### src/rtl/eca_pkg.sv
package eca_pkg;
    localparam int Q_N = 8;
    localparam int Q_W = 3;

    typedef enum logic [1:0] {
        OP_NONE  = 2'd0,
        OP_LOAD  = 2'd1,
        OP_STORE = 2'd2,
        OP_MOVE  = 2'd3
    } act_t;

    typedef struct packed {
        act_t             op;
        logic [Q_N-1:0]   trig;
        logic             cond_en;
        logic [Q_W-1:0]   cond_q;
        logic [Q_W-1:0]   src_a;
        logic [Q_W-1:0]   src_b;
        logic [Q_W-1:0]   dst;
        logic             dst_en;
    } rule_t;
endpackage

### src/rtl/eca_rule_eval.sv
module eca_rule_eval
    import eca_pkg::*;
#(
    parameter int NR = 4
) (
    input  rule_t [NR-1:0] rules,
    input  logic [Q_N-1:0] q_nempty,
    input  logic [Q_N-1:0] q_full,
    input  logic [Q_N-1:0] q_flag,
    input  logic           tag_avail,
    input  logic           mem_rdy,
    output logic [NR-1:0]  ready
);
    for (genvar r = 0; r < NR; r++) begin : g_rule
        logic trig_ok, cond_ok;
        assign trig_ok = &(~rules[r].trig | q_nempty);
        assign cond_ok = !rules[r].cond_en ||
                         (q_nempty[rules[r].cond_q] && q_flag[rules[r].cond_q]);
        always_comb begin
            ready[r] = 1'b0;
            unique case (rules[r].op)
                OP_NONE:  ready[r] = 1'b0;
                OP_LOAD:  ready[r] = trig_ok && cond_ok && tag_avail && mem_rdy
                                     && !q_full[rules[r].dst];
                OP_STORE: ready[r] = trig_ok && cond_ok && mem_rdy;
                OP_MOVE:  ready[r] = trig_ok && cond_ok &&
                                     (!rules[r].dst_en || !q_full[rules[r].dst]);
            endcase
        end
    end
endmodule

### src/rtl/eca_arbiter.sv
module eca_arbiter #(
    parameter int N  = 4,
    localparam int IW = (N > 1) ? $clog2(N) : 1
) (
    input  logic          clk,
    input  logic          rst_n,
    input  logic [N-1:0]  req,
    output logic [N-1:0]  grant,
    output logic [IW-1:0] idx,
    output logic          any
);
    always_comb begin
        grant = '0;
        idx   = '0;
        any   = 1'b0;
        for (int i = 0; i < N; i++) begin
            if (req[i] && !any) begin
                any      = 1'b1;
                idx      = IW'(i);
                grant[i] = 1'b1;
            end
        end
    end


    one_grant_chk: assert property (@(posedge clk) disable iff (!rst_n)
        $onehot0(grant) && ((grant & ~req) == '0));
endmodule

### src/rtl/eca_tag_table.sv
module eca_tag_table
    import eca_pkg::*;
#(
    parameter int NT = 4,
    localparam int TW = (NT > 1) ? $clog2(NT) : 1
) (
    input  logic           clk,
    input  logic           rst_n,
    input  logic           alloc_vld,
    input  logic [Q_W-1:0] alloc_dst,
    output logic           avail,
    output logic [TW-1:0]  alloc_tag,
    input  logic           rsp_vld,
    input  logic [TW-1:0]  rsp_tag,
    output logic           rsp_hit,
    output logic [Q_W-1:0] rsp_dst
);
    logic [NT-1:0]  busy;
    logic [Q_W-1:0] dstq [NT];

    always_comb begin
        avail     = 1'b0;
        alloc_tag = '0;
        for (int t = 0; t < NT; t++) begin
            if (!busy[t] && !avail) begin
                avail     = 1'b1;
                alloc_tag = TW'(t);
            end
        end
    end

    assign rsp_hit = rsp_vld && busy[rsp_tag];
    assign rsp_dst = dstq[rsp_tag];

    always_ff @(posedge clk) begin
        if (!rst_n) begin
            busy <= '0;
            for (int t = 0; t < NT; t++) dstq[t] <= '0;
        end else begin
            if (rsp_hit) busy[rsp_tag] <= 1'b0;
            if (alloc_vld) begin
                busy[alloc_tag] <= 1'b1;
                dstq[alloc_tag] <= alloc_dst;
            end
        end
    end


    alloc_free_chk: assert property (@(posedge clk) disable iff (!rst_n)
        alloc_vld |-> (avail && !busy[alloc_tag]));

    rsp_free_chk: assert property (@(posedge clk) disable iff (!rst_n)
        rsp_hit |=> !busy[$past(rsp_tag)]);
endmodule

### src/rtl/eca_engine.sv
module eca_engine
    import eca_pkg::*;
#(
    parameter int NR = 4,
    parameter int DW = 16,
    parameter int NT = 4,
    localparam int TW = (NT > 1) ? $clog2(NT) : 1,
    localparam int RW = $bits(rule_t),
    localparam int IW = (NR > 1) ? $clog2(NR) : 1
) (
    input  logic             clk,
    input  logic             rst_n,
    input  logic [NR*RW-1:0] rule_cfg,
    input  logic [Q_N-1:0]   q_nempty,
    input  logic [Q_N-1:0]   q_full,
    input  logic [Q_N*DW-1:0] q_head,
    output logic [Q_N-1:0]   q_pop,
    output logic             mv_push_vld,
    output logic [Q_W-1:0]   mv_push_idx,
    output logic [DW-1:0]    mv_push_data,
    output logic             ld_push_vld,
    output logic [Q_W-1:0]   ld_push_idx,
    output logic [DW-1:0]    ld_push_data,
    output logic             mem_req_vld,
    output logic             mem_req_we,
    output logic [DW-1:0]    mem_req_addr,
    output logic [DW-1:0]    mem_req_wdata,
    output logic [TW-1:0]    mem_req_tag,
    input  logic             mem_req_rdy,
    input  logic             mem_rsp_vld,
    input  logic [TW-1:0]    mem_rsp_tag,
    input  logic [DW-1:0]    mem_rsp_data
);
    rule_t [NR-1:0] rules;
    assign rules = rule_cfg;

    logic [DW-1:0]  head [Q_N];
    logic [Q_N-1:0] flag;
    for (genvar q = 0; q < Q_N; q++) begin : g_head
        assign head[q] = q_head[q*DW +: DW];
        assign flag[q] = q_head[q*DW];
    end

    logic [NR-1:0] ready, grant;
    logic [IW-1:0] gidx;
    logic          any, tag_avail, alloc_vld, rsp_hit;
    logic [TW-1:0] alloc_tag;
    logic [Q_W-1:0] rsp_dst;
    rule_t         sel;

    eca_rule_eval #(.NR(NR)) u_eval (
        .rules(rules), .q_nempty(q_nempty), .q_full(q_full), .q_flag(flag),
        .tag_avail(tag_avail), .mem_rdy(mem_req_rdy), .ready(ready)
    );

    eca_arbiter #(.N(NR)) u_arb (
        .clk(clk), .rst_n(rst_n), .req(ready), .grant(grant), .idx(gidx), .any(any)
    );

    assign sel = rules[gidx];

    eca_tag_table #(.NT(NT)) u_tags (
        .clk(clk), .rst_n(rst_n), .alloc_vld(alloc_vld), .alloc_dst(sel.dst),
        .avail(tag_avail), .alloc_tag(alloc_tag), .rsp_vld(mem_rsp_vld),
        .rsp_tag(mem_rsp_tag), .rsp_hit(rsp_hit), .rsp_dst(rsp_dst)
    );

    always_comb begin
        q_pop         = '0;
        mv_push_vld   = 1'b0;
        mv_push_idx   = sel.dst;
        mv_push_data  = head[sel.src_a];
        mem_req_vld   = 1'b0;
        mem_req_we    = 1'b0;
        mem_req_addr  = head[sel.src_a];
        mem_req_wdata = head[sel.src_b];
        mem_req_tag   = alloc_tag;
        alloc_vld     = 1'b0;
        if (any) begin
            q_pop = sel.trig;
            if (sel.cond_en) q_pop[sel.cond_q] = 1'b1;
            unique case (sel.op)
                OP_NONE:  q_pop = '0;
                OP_LOAD:  begin mem_req_vld = 1'b1; alloc_vld = 1'b1; end
                OP_STORE: begin mem_req_vld = 1'b1; mem_req_we = 1'b1; end
                OP_MOVE:  mv_push_vld = sel.dst_en;
            endcase
        end
    end

    assign ld_push_vld  = rsp_hit;
    assign ld_push_idx  = rsp_dst;
    assign ld_push_data = mem_rsp_data;


    pop_nonempty_chk: assert property (@(posedge clk) disable iff (!rst_n)
        (q_pop & ~q_nempty) == '0);

    push_room_chk: assert property (@(posedge clk) disable iff (!rst_n)
        mv_push_vld |-> !q_full[mv_push_idx]);

    req_rdy_chk: assert property (@(posedge clk) disable iff (!rst_n)
        mem_req_vld |-> mem_req_rdy);

    cond_flag_chk: assert property (@(posedge clk) disable iff (!rst_n)
        (any && sel.cond_en) |-> flag[sel.cond_q]);
endmodule

### config.mk
export PLATFORM = sky130hd
export DESIGN_NAME = eca_engine
export DESIGN_NICKNAME = d
export VERILOG_FILES = /design/src/rtl/eca_pkg.sv /design/src/rtl/eca_rule_eval.sv /design/src/rtl/eca_arbiter.sv /design/src/rtl/eca_tag_table.sv /design/src/rtl/eca_engine.sv
export SDC_FILE = /design/constraint.sdc
export NUM_CORES = 1
export LEC_CHECK = 0
export ABC_AREA = 1
export BUFFER_PORTS_ARGS = -buffer_cell sky130_fd_sc_hd__buf_4
export CORE_AREA = 2 2 134 136
export DETAILED_ROUTE_END_ITERATION = 7
export DIE_AREA = 0 0 136 138
export PLACE_DENSITY = 0.73
export SYNTH_ARGS = -nofsm -noshare
export SYNTH_HDL_FRONTEND = slang
export SYNTH_SLANG_ARGS = --single-unit
### constraint.sdc
create_clock -name clk -period 4.4 [get_ports clk]
set_input_delay 1.1 -clock clk [delete_from_list [all_inputs] [get_ports clk]]
set_output_delay 1.1 -clock clk [all_outputs]
set_load 0.02 [all_outputs]
==> flow_summary_export.csv <==
group,metric,value,unit
hold_path,hold_path.class,"flop to flop",
floorplan,dieWidth,136,µm
global_route,grt_antenna_before_repair,0,
global_route,grt_first_pass_wirelength,50.1,mm
yosys,netlist_instances,1359,
drt,detail_route.vias_per_cell,5.60,
setup_path,cpLargestDelayFamily,"simple AND/OR/NAND/NOR gates",
yosys,ys.warnings.count,0,
final_layout,layout.filler_cells,1531,
drt,route.vias.total,10900,
place,dp.final_hpwl,24.8,mm
drt,detailedRoute.firstIterationViolations,1425,
global_route,via_count_of_the_first_global_routing_pass,9790,
power_and_ir_drop,leakagePower,6.67,nW
place,gp_congestion,0.953,
timing,timing_worst_slew_pin_value,0.522,ns
drt,route.final.wire_length,35.9,mm
setup_path,worst_ep_required_time,3.30,ns
power_and_ir_drop,total_power,2.25,mW
drt,detail_route.drc_violations,0,
timing,finalWorstSetupSlack,-0.138,ns
power_and_ir_drop,power.ir.vdd_worst,0.192,mV
power_and_ir_drop,powerDensity,185,nW/µm²
final_layout,utilization_after_layout,0.694,
timing,final.setup_skew,0.00183,ns
setup_path,timing.critical_path.to_type,"output port",
power_and_ir_drop,sequentialPowerShare,0.074,
yosys,yosys.cell_types.count,39,
timing,max_freq,0.220,GHz
drt,drt-pass1-iter-count,7,
timing,final.period_utilization,1.03,
global_route,all_layer_global_routing_usage,0.330,
floorplan,die_height,138,µm
yosys,synthArstFlopShare,0,
place,port_buffers,313,
global_route,grt_start_max_net_pins,35,
yosys,average_size_of_a_mapped_cell,4.90,µm²
yosys,synth_fp_nets,1625,
setup_path,worstPathCellList,"buf_6 > buf_12 > nand2_4 > o211ai_1 > nand3b_1 > nand3b_1 > nand3_4 > buf_12 > buf_12 > nand3_4 > nand3_4 > buf_6 > clkbuf_16 > nand3_1 > nand3_1 > nand2_1 > nand2_1 > nand2_1 > buf_6",
run_status,violations,"setup timing",
yosys,ys_seq_area_frac,0.0662,
floorplan,io-pin-count,346,
yosys,synthFlopType,"sky130_fd_sc_hd__edfxtp_1",
drt,wl_per_cell,18.4,µm
clock_network,clock_tree_from_tritoncts,"yes",
floorplan,floorplan.initialDensity,0.379,
floorplan,core-area,17500,µm²
clock_network,h_tree_level_count,1,
power_and_ir_drop,internal_power,1.17,mW
run_status,status,"finished, violations left",
clock_network,cts.hold.buffers_added,0,
clock_network,cts.reportedPaths.clkPinSlew,0.05,ns
yosys,mappedNetlistArea,6650,µm²
setup_path,crit_path_start_kind,"primary input",
timing,unrepaired_setup_endpoints_after_global_routing,"yes",
timing,slew_limit_fails,0,
global_route,grt_remaining_overflow,0,
drt,route.antenna.remaining_nets,0,
setup_path,cp.arrival,3.44,ns
floorplan,floorplan.die_area,18800,µm²
clock_network,total_cts_buffers,3,
setup_path,critPathMaxFanout,9,
setup_path,worst_path_max_delay_cell,"sky130_fd_sc_hd__buf_6",
timing,slew-limit-headroom,0.651,
setup_path,timing.critical_path.buf_inv,7,
final_layout,diodes,0,
power_and_ir_drop,switching_share,0.481,
final_layout,area_growth,82.9,%
final_layout,drive_gt1_frac,0.429,
power_and_ir_drop,power.share.combinational,0.841,
power_and_ir_drop,power.share.clock,0.085,
timing,timing_hold_violations_final,0,
setup_path,critPathMaxStageDelay,0.19,ns
clock_network,tritoncts_num_sinks,16,
setup_path,worstSetupPathType,"primary input to output port",
floorplan,rows,49,
flow_run,cap_viol_max_count,0,
clock_network,clock_insertion_delay_worst_skew,0.24,ns
final_layout,finalNetCount,1991,
clock_network,clock_path_buffers,2,
timing,final_period_minus_worst_setup_slack,4.54,ns
timing,setup_violations,58,
yosys,synth_edf_count,12,
yosys,synth_seq_cells,16,
power_and_ir_drop,power_switching,1.08,mW
clock_network,library_cell_used_as_clock_root_buffer,"sky130_fd_sc_hd__clkbuf_16",
-- stage by stage --
step | cells | worst slack (ns) | TNS (ns) | hold WS (ns) | instance area [µm²]
after global routing | 1953 | -0.267 | -12.23 | 0.561 | 12200
final | 1953 | -0.138 | -4.78 | 0.507 | 12200
after CTS | 1924 | -0.122 | -3.03 | 0.506 | 10800
after floorplan | 1359 | 0.00473 | 0 | 0.480 | 6790
after global placement | 1891 | -0.170 | -5.41 | 0.500 | 9700
after detailed placement | 1891 | -0.180 | -6.42 | 0.501 | 9700
-- Yosys cell counts (2+ instances only) --
cell type | instances | area (µm²)
sky130_fd_sc_hd__nand2_1 | 511 | 1920
sky130_fd_sc_hd__nand3_1 | 326 | 1630
sky130_fd_sc_hd__inv_1 | 194 | 728
sky130_fd_sc_hd__nor2_1 | 59 | 221
sky130_fd_sc_hd__buf_4 | 53 | 398
sky130_fd_sc_hd__buf_2 | 31 | 155
sky130_fd_sc_hd__a21oi_1 | 23 | 115
sky130_fd_sc_hd__nand2_2 | 23 | 144
sky130_fd_sc_hd__o21ai_0 | 18 | 90.1
sky130_fd_sc_hd__inv_2 | 16 | 60.1
sky130_fd_sc_hd__o211ai_1 | 14 | 105
sky130_fd_sc_hd__edfxtp_1 | 12 | 360
sky130_fd_sc_hd__buf_6 | 10 | 113
sky130_fd_sc_hd__clkbuf_1 | 8 | 30.0
sky130_fd_sc_hd__nand3_2 | 7 | 70.1
sky130_fd_sc_hd__o21ai_1 | 6 | 30.0
sky130_fd_sc_hd__nand3b_1 | 5 | 37.5
sky130_fd_sc_hd__nor2_2 | 5 | 31.3
sky130_fd_sc_hd__a22oi_1 | 4 | 30.0
sky130_fd_sc_hd__dfxtp_1 | 4 | 80.1
sky130_fd_sc_hd__ha_1 | 4 | 50.1
sky130_fd_sc_hd__nand4_1 | 3 | 18.8
sky130_fd_sc_hd__a21oi_2 | 2 | 17.5
sky130_fd_sc_hd__a32oi_2 | 2 | 32.5
sky130_fd_sc_hd__nand3_4 | 2 | 35.0
sky130_fd_sc_hd__nor3_1 | 2 | 10.0
sky130_fd_sc_hd__or2_0 | 2 | 12.5
sky130_fd_sc_hd__or2_2 | 2 | 12.5
-- cells by family (layout without fill, tap and decap cells) --
family          after synthesis  after routing  synth area share
compound gates               74             74            0.0709
fa+ha+maj                     4              4           0.00752
buf+inv                     314            676             0.225
flops                        16             16            0.0662
simple gates                951            954             0.630
-- registers in the layout, indices dropped and copies added (netlist names) --
signal,cells
u_tags.busy,4
u_tags.dstq,12
-- tightest hold or removal path, delay by kind of cell (launching register included) --
kind | cells | cell delay (ns)
flip-flops | 1 | 0.32
AO/OA/AOI/OAI | 2 | 0.13
-- repair_timing --
item	4_1_cts	5_1_grt
setup buffers	20	13
gates cloned	9	16
endpoints found under the setup margin	59	84
resized for setup	156	233
pin swaps	36	90
-- path summary, 6_finish.rpt --
| check | slack, ns | start | depth (start not counted) | endpoint |
|---|---|---|---|---|
| hold / removal | 0.51 | u_tags.busy[3] | 2 | u_tags.busy[3] |
| hold reg to reg | 0.51 | u_tags.busy[3] | 2 | u_tags.busy[3] |
| setup / recovery | -0.14 | q_nempty[0] | 19 | mem_req_wdata[8] |
| setup reg to reg | 0.46 | u_tags.busy[2] | 26 | u_tags.dstq[0][0] |
-- cells in the final DEF (no fill, tap or decap), types with 17 or more instances in the layout --
cell / instances
sky130_fd_sc_hd__nand2_1: 405
sky130_fd_sc_hd__buf_4: 321
sky130_fd_sc_hd__nor2_1: 45
sky130_fd_sc_hd__clkbuf_16: 17
sky130_fd_sc_hd__inv_1: 186
sky130_fd_sc_hd__nand2_2: 102
sky130_fd_sc_hd__buf_12: 41
sky130_fd_sc_hd__nand3_1: 267
sky130_fd_sc_hd__nand3_2: 54
sky130_fd_sc_hd__buf_6: 68
sky130_fd_sc_hd__nand2_4: 26
-- layout make-up --
cell class / count / area (µm²) / area share
well taps: 229 / 287 / 0.0235
clock buffers: 4 / 88.8 / 0.00730
repair inverters: 1 / 16.3 / 0.00134
repair buffers: 460 / 4670 / 0.383
flip-flops and latches: 16 / 440 / 0.0362
inverters: 211 / 840 / 0.0690
multi-input cells: 1032 / 5830 / 0.479
-- layer usage --
metal	GRT usage	wire length [µm]	vias up
li1	-	-	5004
met1	0.427	13000	4909
met2	0.549	16700	822
met3	0.0488	3880	196
met4	0.125	2240	0
met5	0	0	-
-- power by group through the flow --
stage / clock (mW) / combinational (mW) / sequential (mW)
6_report: 0.191 / 1.89 / 0.168
5_1_grt: 0.199 / 1.99 / 0.168
4_1_cts: 0.192 / 1.58 / 0.168
3_5_place_dp: 0 / 1.41 / 0.170
3_3_place_gp: 0 / 1.40 / 0.170
2_1_floorplan: 0 / 0.827 / 0.170
(Power assumes the default switching activity.)
